### src/rtl/ctrlStatPkg.sv
package ctrlStatPkg;
  localparam int DATA_W   = 8;
  localparam int ADDR_W   = 4;
  localparam int NUM_ADDR = 1 << ADDR_W;

  // Address map
  localparam int A_CFG    = 0;
  localparam int A_VER    = 1;
  localparam int A_MIX    = 2;
  localparam int A_COR    = 3;
  localparam int A_CNT_LO = 4;
  localparam int A_PULSE  = 6;
  localparam int A_WO     = 7;

  // Bit positions inside shared addresses
  localparam int MIX_CFG_W  = 4;
  localparam int MIX_ERR_BIT = 6;
  localparam int COR_BIT    = 0;

  // One-hot address hits produced by the control side
  typedef struct packed {
    logic [NUM_ADDR-1:0] wrHit;
    logic [NUM_ADDR-1:0] rdHit;
  } strobeT;
endpackage

### src/rtl/ctrlStatCtrl.sv
module ctrlStatCtrl
  import ctrlStatPkg::*;
(
  input  logic              rdStb,
  input  logic              wrStb,
  input  logic [ADDR_W-1:0] addr,
  output strobeT            stb
);
  // One comparator pair per address in the decode space
  for (genvar a = 0; a < NUM_ADDR; a++) begin : gDecode
    assign stb.wrHit[a] = wrStb && (addr == ADDR_W'(a));
    assign stb.rdHit[a] = rdStb && (addr == ADDR_W'(a));
  end
endmodule

### src/rtl/ctrlStatData.sv
module ctrlStatData
  import ctrlStatPkg::*;
#(
  parameter int                CNT_W    = 16,
  parameter logic [DATA_W-1:0] CFGA_RST = '0,
  parameter logic [MIX_CFG_W-1:0] CFGB_RST = '0,
  parameter logic [DATA_W-1:0] WO_RST   = '0
) (
  input  logic              clk,
  input  logic              rstN,
  input  strobeT            stb,
  input  logic [DATA_W-1:0] wrData,
  input  logic [DATA_W-1:0] versionIn,
  input  logic              errEvt,
  input  logic              corEvt,
  input  logic              cntEvt,
  output logic [DATA_W-1:0] rdData,
  output logic [DATA_W-1:0] cfgA,
  output logic [MIX_CFG_W-1:0] cfgB,
  output logic [DATA_W-1:0] cmdPulse,
  output logic [DATA_W-1:0] wrOnlyVal,
  output logic              errSticky,
  output logic              corSticky,
  output logic [CNT_W-1:0]  cntVal
);
  localparam int CNT_SLICES = CNT_W / DATA_W;
  localparam int SHADOW_W   = CNT_W - DATA_W;

  logic [SHADOW_W-1:0] cntShadow;
  logic [CNT_W-1:0]    cntNext;
  logic                errNext, corNext;
  logic [DATA_W-1:0]   rdNext;
  logic                unusedHits;

  // Plain read/write fields
  always_ff @(posedge clk or negedge rstN) begin
    if (!rstN) begin
      cfgA      <= CFGA_RST;
      cfgB      <= CFGB_RST;
      wrOnlyVal <= WO_RST;
    end else begin
      if (stb.wrHit[A_CFG]) cfgA      <= wrData;
      if (stb.wrHit[A_MIX]) cfgB      <= wrData[MIX_CFG_W-1:0];
      if (stb.wrHit[A_WO])  wrOnlyVal <= wrData;
    end
  end

  // Sticky flags: hardware event overrides the bus clear
  always_comb begin
    errNext = errSticky;
    if (stb.wrHit[A_MIX] && wrData[MIX_ERR_BIT]) errNext = 1'b0;
    if (errEvt) errNext = 1'b1;
    corNext = corSticky;
    if (stb.rdHit[A_COR]) corNext = 1'b0;
    if (corEvt) corNext = 1'b1;
  end

  always_ff @(posedge clk or negedge rstN) begin
    if (!rstN) begin
      errSticky <= 1'b0;
      corSticky <= 1'b0;
    end else begin
      errSticky <= errNext;
      corSticky <= corNext;
    end
  end

  // Saturating counter, cleared by a low-slice read, event applied after clear
  always_comb begin
    cntNext = cntVal;
    if (stb.rdHit[A_CNT_LO]) cntNext = '0;
    if (cntEvt && (cntNext != {CNT_W{1'b1}})) cntNext = cntNext + 1'b1;
  end

  always_ff @(posedge clk or negedge rstN) begin
    if (!rstN) begin
      cntVal    <= '0;
      cntShadow <= '0;
    end else begin
      cntVal <= cntNext;
      if (stb.rdHit[A_CNT_LO]) cntShadow <= cntVal[CNT_W-1:DATA_W];
    end
  end

  // Pulse field: high for the single cycle after the write edge
  always_ff @(posedge clk or negedge rstN) begin
    if (!rstN) cmdPulse <= '0;
    else       cmdPulse <= stb.wrHit[A_PULSE] ? wrData : '0;
  end

  // Read multiplexer
  always_comb begin
    rdNext = '0;
    if (stb.rdHit[A_CFG]) rdNext = cfgA;
    if (stb.rdHit[A_VER]) rdNext = versionIn;
    if (stb.rdHit[A_MIX]) begin
      rdNext[MIX_CFG_W-1:0] = cfgB;
      rdNext[MIX_ERR_BIT]   = errSticky;
    end
    if (stb.rdHit[A_COR]) rdNext[COR_BIT] = corSticky;
    if (stb.rdHit[A_CNT_LO]) rdNext = cntVal[DATA_W-1:0];
    for (int s = 1; s < CNT_SLICES; s++) begin
      if (stb.rdHit[A_CNT_LO+s]) rdNext = cntShadow[(s-1)*DATA_W +: DATA_W];
    end
  end

  always_ff @(posedge clk or negedge rstN) begin
    if (!rstN)             rdData <= '0;
    else if (|stb.rdHit)   rdData <= rdNext;
  end

  assign unusedHits = ^stb;
endmodule

### src/rtl/ctrlStatBank.sv
module ctrlStatBank
  import ctrlStatPkg::*;
#(
  parameter int CNT_W = 2 * DATA_W
) (
  input  logic                 clk,
  input  logic                 rstN,
  input  logic                 rdStb,
  input  logic                 wrStb,
  input  logic [ADDR_W-1:0]    addr,
  input  logic [DATA_W-1:0]    wrData,
  output logic [DATA_W-1:0]    rdData,
  input  logic [DATA_W-1:0]    versionIn,
  input  logic                 errEvt,
  input  logic                 corEvt,
  input  logic                 cntEvt,
  output logic [DATA_W-1:0]    cfgA,
  output logic [MIX_CFG_W-1:0] cfgB,
  output logic [DATA_W-1:0]    cmdPulse,
  output logic [DATA_W-1:0]    wrOnlyVal
);
  strobeT           stb;
  logic             errSticky;
  logic             corSticky;
  logic [CNT_W-1:0] cntVal;

  ctrlStatCtrl u_ctrl (
    .rdStb (rdStb),
    .wrStb (wrStb),
    .addr  (addr),
    .stb   (stb)
  );

  ctrlStatData #(.CNT_W(CNT_W)) u_data (
    .clk       (clk),
    .rstN      (rstN),
    .stb       (stb),
    .wrData    (wrData),
    .versionIn (versionIn),
    .errEvt    (errEvt),
    .corEvt    (corEvt),
    .cntEvt    (cntEvt),
    .rdData    (rdData),
    .cfgA      (cfgA),
    .cfgB      (cfgB),
    .cmdPulse  (cmdPulse),
    .wrOnlyVal (wrOnlyVal),
    .errSticky (errSticky),
    .corSticky (corSticky),
    .cntVal    (cntVal)
  );
endmodule

### config.mk
export PLATFORM = sky130hd
export DESIGN_NAME = ctrlStatBank
export DESIGN_NICKNAME = d
export VERILOG_FILES = /design/src/rtl/ctrlStatPkg.sv /design/src/rtl/ctrlStatCtrl.sv /design/src/rtl/ctrlStatData.sv /design/src/rtl/ctrlStatBank.sv
export SDC_FILE = /design/constraint.sdc
export NUM_CORES = 1
export LEC_CHECK = 0
export BUFFER_PORTS_ARGS = -buffer_cell sky130_fd_sc_hd__buf_4
export CORE_ASPECT_RATIO = 1.5
export CORE_MARGIN = 2
export CORE_UTILIZATION = 38
export CTS_CLUSTER_DIAMETER = 80
export DETAILED_ROUTE_END_ITERATION = 7
export PLACE_DENSITY = 0.62
export RECOVER_POWER = 25
export SLEW_MARGIN = 20
export SYNTH_ARGS = -nofsm -noshare
export SYNTH_HDL_FRONTEND = slang
export SYNTH_HIERARCHICAL = 1
export SYNTH_SLANG_ARGS = --single-unit
### constraint.sdc
create_clock -name clk -period 2 [get_ports clk]
set_clock_uncertainty 0.05 [all_clocks]
set_input_delay 0.2 -clock clk [delete_from_list [all_inputs] [get_ports clk]]
set_output_delay 0.2 -clock clk [all_outputs]
set_load 0.02 [all_outputs]
# Word level (Yosys, flattened, before mapping)
# Cells that the tools add are included.
[totals] input_bits=27 output_inout_bits=36 elab_cells=66 regBits=62
[op_classes] reduce_logical=26 n_addsub=1 muxes=14 n_eq_ne=16
[ops] cell="$mux 8" n=5
[ops] cell="$eq 4x4->1 const B" n=8
[ops] cell="$mux 16" n=2
[ops] cell="$logic_and 1x1->1" n=22
[ops] cell="$add 16x1->16 const B" n=1
[ops] cell="$eq 4x3->1 const B" n=4
[ops] cell="$ne 16x16->1 const B" n=1
[ops] cell="$reduce_or 16->1" n=1
[ops] cell="$eq 4x2->1 const B" n=2
[ops] cell="$mux 1" n=6
[ops] cell="$eq 4x1->1 const B" n=1
[ops] cell="$logic_not 4->1" n=1
[ops] cell="$mux 4" n=1
[ops] cell="$reduce_bool 2->1" n=2

# Longest topological paths before layout
[logic_depth] depth_word=8 ltp_mapped=8 ltp_nobuf=6

# Modules after synthesis
# Netlist, hierarchy kept.
[by_module_without_submodules] module="ctrlStatData" instances=1 cells_each=237 area_per_inst_um2=2800.2 seq_area_each_um2=1551.5
[by_module_without_submodules] module="ctrlStatCtrl" instances=1 cells_each=47 area_per_inst_um2=217.7 seq_area_each_um2=0.0

# Worst setup path after synthesis
# No wires, ideal clock.
[synth_timing] path_type="input to register" start="input addr[1]" end="register u_data.cntVal[1]" t_arrival_ns=1.637 path_stages=8 required_time_ns=1.863 setup_slack_ns=0.226 setup_ns=0.087 n_path_buf=2 cell_sequence="or2_2 -> buf_2 -> nor2_1 -> buf_6 -> nand4b_4 -> nor4_4 -> nand4_4 -> a211oi_2"
[synth_lines] item="from (decl)" line_no="ctrlStatBank.sv:10" rtl="input logic [ADDR_W-1:0] addr,"
[synth_lines] item="to (signal assigned)" line_no="ctrlStatData.sv:80" rtl="cntVal <= cntNext;"
[synth_lines] item="to (decl)" line_no="ctrlStatData.sv:24" rtl="output logic [CNT_W-1:0] cntVal"

==> out/metrics.csv <==
metric,value,unit
Via Count,2372,
remaining number of nets flagged by the antenna check after routing,0,
outcome,"complete, no violations",
Setup WS post-layout,0.274,ns
number of global-route vias before repair,2424,
post-detailed-route via-to-cell ratio,5.20,
number of remaining DRC errors,0,
number of buffers inserted during clock tree synthesis,9,
cell area after technology mapping,0.00296,mm^2
clk slew on worst S/H paths,0.05,ns
synthesized netlist cell count,270,
tightest slew margin relative to the limit,49.4,%
area overhead of the layout relative to synthesis,30.9,%
placement row count,39,
transition at the pin with the smallest max-transition slack,0.759,ns
TritonCTS clock tree,yes,
average wire per cell in the routed design,15.7,um
clock insertion delay at the later pin of the skew report,0.32,ns
post-detail-place hpwl,5450,um
Crit. End Element,register,
antenna fix cells,0,
number of warnings reported in the yosys synthesis log,6,
unrepaired setup endpoints after global routing,no,
number of search-and-repair iterations in the first detailed-routing pass,4,
post-synthesis average cell area,11.0,um^2
launch point of the worst hold path,errEvt,
most frequent cells in the layout,"dfrtp_1 (62), buf_4 (55), nor2_1 (32)",
global-route wire length before repair,11500,um
Post-Place Setup Slack,0.0305,ns
effective utilization at floorplan,38.9,%
fin crit period,1.73,ns
floorplan die width,76.1,um
largest fanout on the critical path,8,
final setup TNS,0,ns
total power per unit cell area,1020,mW/mm^2
Tightest Hold Check Type,primary input to register,
path type of the worst setup path,primary input to register,
maximum capacitance violations,0,
arrival time of the worst setup path,1.93,ns
number of cells on the worst hold path,2,
end of the worst register-to-register path,u_data/cntVal[13]$_DFF_PN0_,
net total in the final layout,376,
sink count of the clock tree,62,
ratio of cells with drive above 1 in the final layout,30.8,%
Critical Path Slowest Stage Cell,nor4_4,
FF+latch area,0.00155,mm^2
CTS H-tree lvls,3,
max-slew violation total from the final report,0,
total routing usage reported by global routing,17.2,%
pin count of the biggest net entering global routing,63,
Final GP Congestion,0.802,
full die area,0.00853,mm^2
Fill cells,744,
synthesized net count,297,
share of the cycle needed by the critical path after routing,86.3,%
CP Cell Sequence,clkbuf_1 > nand3b_1 > buf_4 > nor2_1 > nor4_1 > nand4_1 > nor4_4 > a221o_1,
delay of the slowest critical-path stage,0.47,ns
setup-violating endpoint count in the final report,0,
final count of hold timing violations,0,
root buf cell,clkbuf_16,
leakage power of the design,1.77,nW
buffer levels on the longest clock path,2,
end of the worst hold path,u_data/errSticky$_DFFE_PN0P_,
Multi-input gate area,0.00132,mm^2
Worst R2R Setup Slack,0.29,ns
peak clock frequency supported by timing,0.579,GHz
Peak supply drop,0.528,mV
Worst Path Required,2.21,ns
origin of the critical flop-to-flop path,u_data/cntVal[4]$_DFF_PN0_,
"most common cell after layout, fill and taps aside",dfrtp_1,
number of buffer cells added on primary ports,62,
number of top-level design ports,63,
setup fix buffers added after clock tree synthesis,0,
length in cells of the worst reg-to-reg path,5,
sort of element at the start of the critical path,primary input,
number of antenna violations at the first check in global routing,0,
leftover overflow at the end of global routing,0,
vertical die dimension,112,um
Core Footprint,0.00761,mm^2
total detailed-routing wirelength,7140,um
Detailed Route Iter0 Violations,104,
[worst max-delay path, delay by kind of cell]
family          cells  cell delay [ns]
compound gates      1             0.26
simple gates        5             1.16
buf+inv             2             0.32
[how the worst max path moves through the flow]
stage                          startpoint                           end  slack [ns]  depth (start not counted)
3_5_place_dp                        rdStb  u_data/rdData[6]$_DFFE_PN0P_        0.03                          7
3_3_place_gp                        rdStb  u_data/rdData[1]$_DFFE_PN0P_        0.06                          7
5_1_grt                           addr[3]  u_data/rdData[0]$_DFFE_PN0P_        0.08                          7
6_report                          addr[3]  u_data/rdData[6]$_DFFE_PN0P_        0.27                          8
2_1_floorplan                     addr[1]   u_data/cntVal[15]$_DFF_PN0_        0.25                          7
4_1_cts        u_data/cntVal[4]$_DFF_PN0_   u_data/cntVal[13]$_DFF_PN0_        0.28                          5
[metal layers]
layer | GRT usage (%) | vias to the layer above | routed length, um
met5 | 0 | - | 0
met4 | 9.45 | 0 | 191
met1 | 17.2 | 1171 | 2740
li1 | - | 1133 | -
met2 | 32.4 | 53 | 3960
met3 | 4.34 | 15 | 257
[power breakdown]
part | internal [W] | leakage (nW) | switching, W
clock | 0.00109 | 0.162 | 0.000509
sequential | 0.00144 | 0.800 | 0.000182
combinational | 0.000315 | 0.812 | 0.000395
[area by class of cell]
class	count	share of cell area [%]
Sequential cell	62	40.1
Clock buffer	13	7.24
Inverter	7	0.678
Tap cell	102	3.29
Multi-Input combinational cell	187	34.1
Timing Repair Buffer	82	13.6
Clock inverter	3	1.03
[state kept, by name (all words and copies together), names as in the netlist]
signal,count
u_data/cntVal,16
u_data/corSticky,1
u_data/wrOnlyVal,8
u_data/cntShadow,8
u_data/cmdPulse,8
u_data/errSticky,1
u_data/cfgA,8
u_data/rdData,8
u_data/cfgB,4
[repair_timing]
action / 4_1_cts / 5_1_grt
resized for setup: 0 / 0
endpoints found under the hold margin: 63 / 0
hold buffers: 2 / 0
[per-stage QoR]
step	hold WS, ns	total power (W)	std cells	util [%]	area, um^2
after floorplan	-0.146	0.00202	270	-	2960
after global placement	0.277	0.00241	438	47.7	3630
after detailed placement	0.274	0.00242	438	47.7	3630
after CTS	0.00199	0.00405	456	52.2	3970
after global routing	0.0210	0.00411	456	50.9	3870
final	0.0136	0.00394	456	50.9	3870
Power figures use the tool's default switching activity.
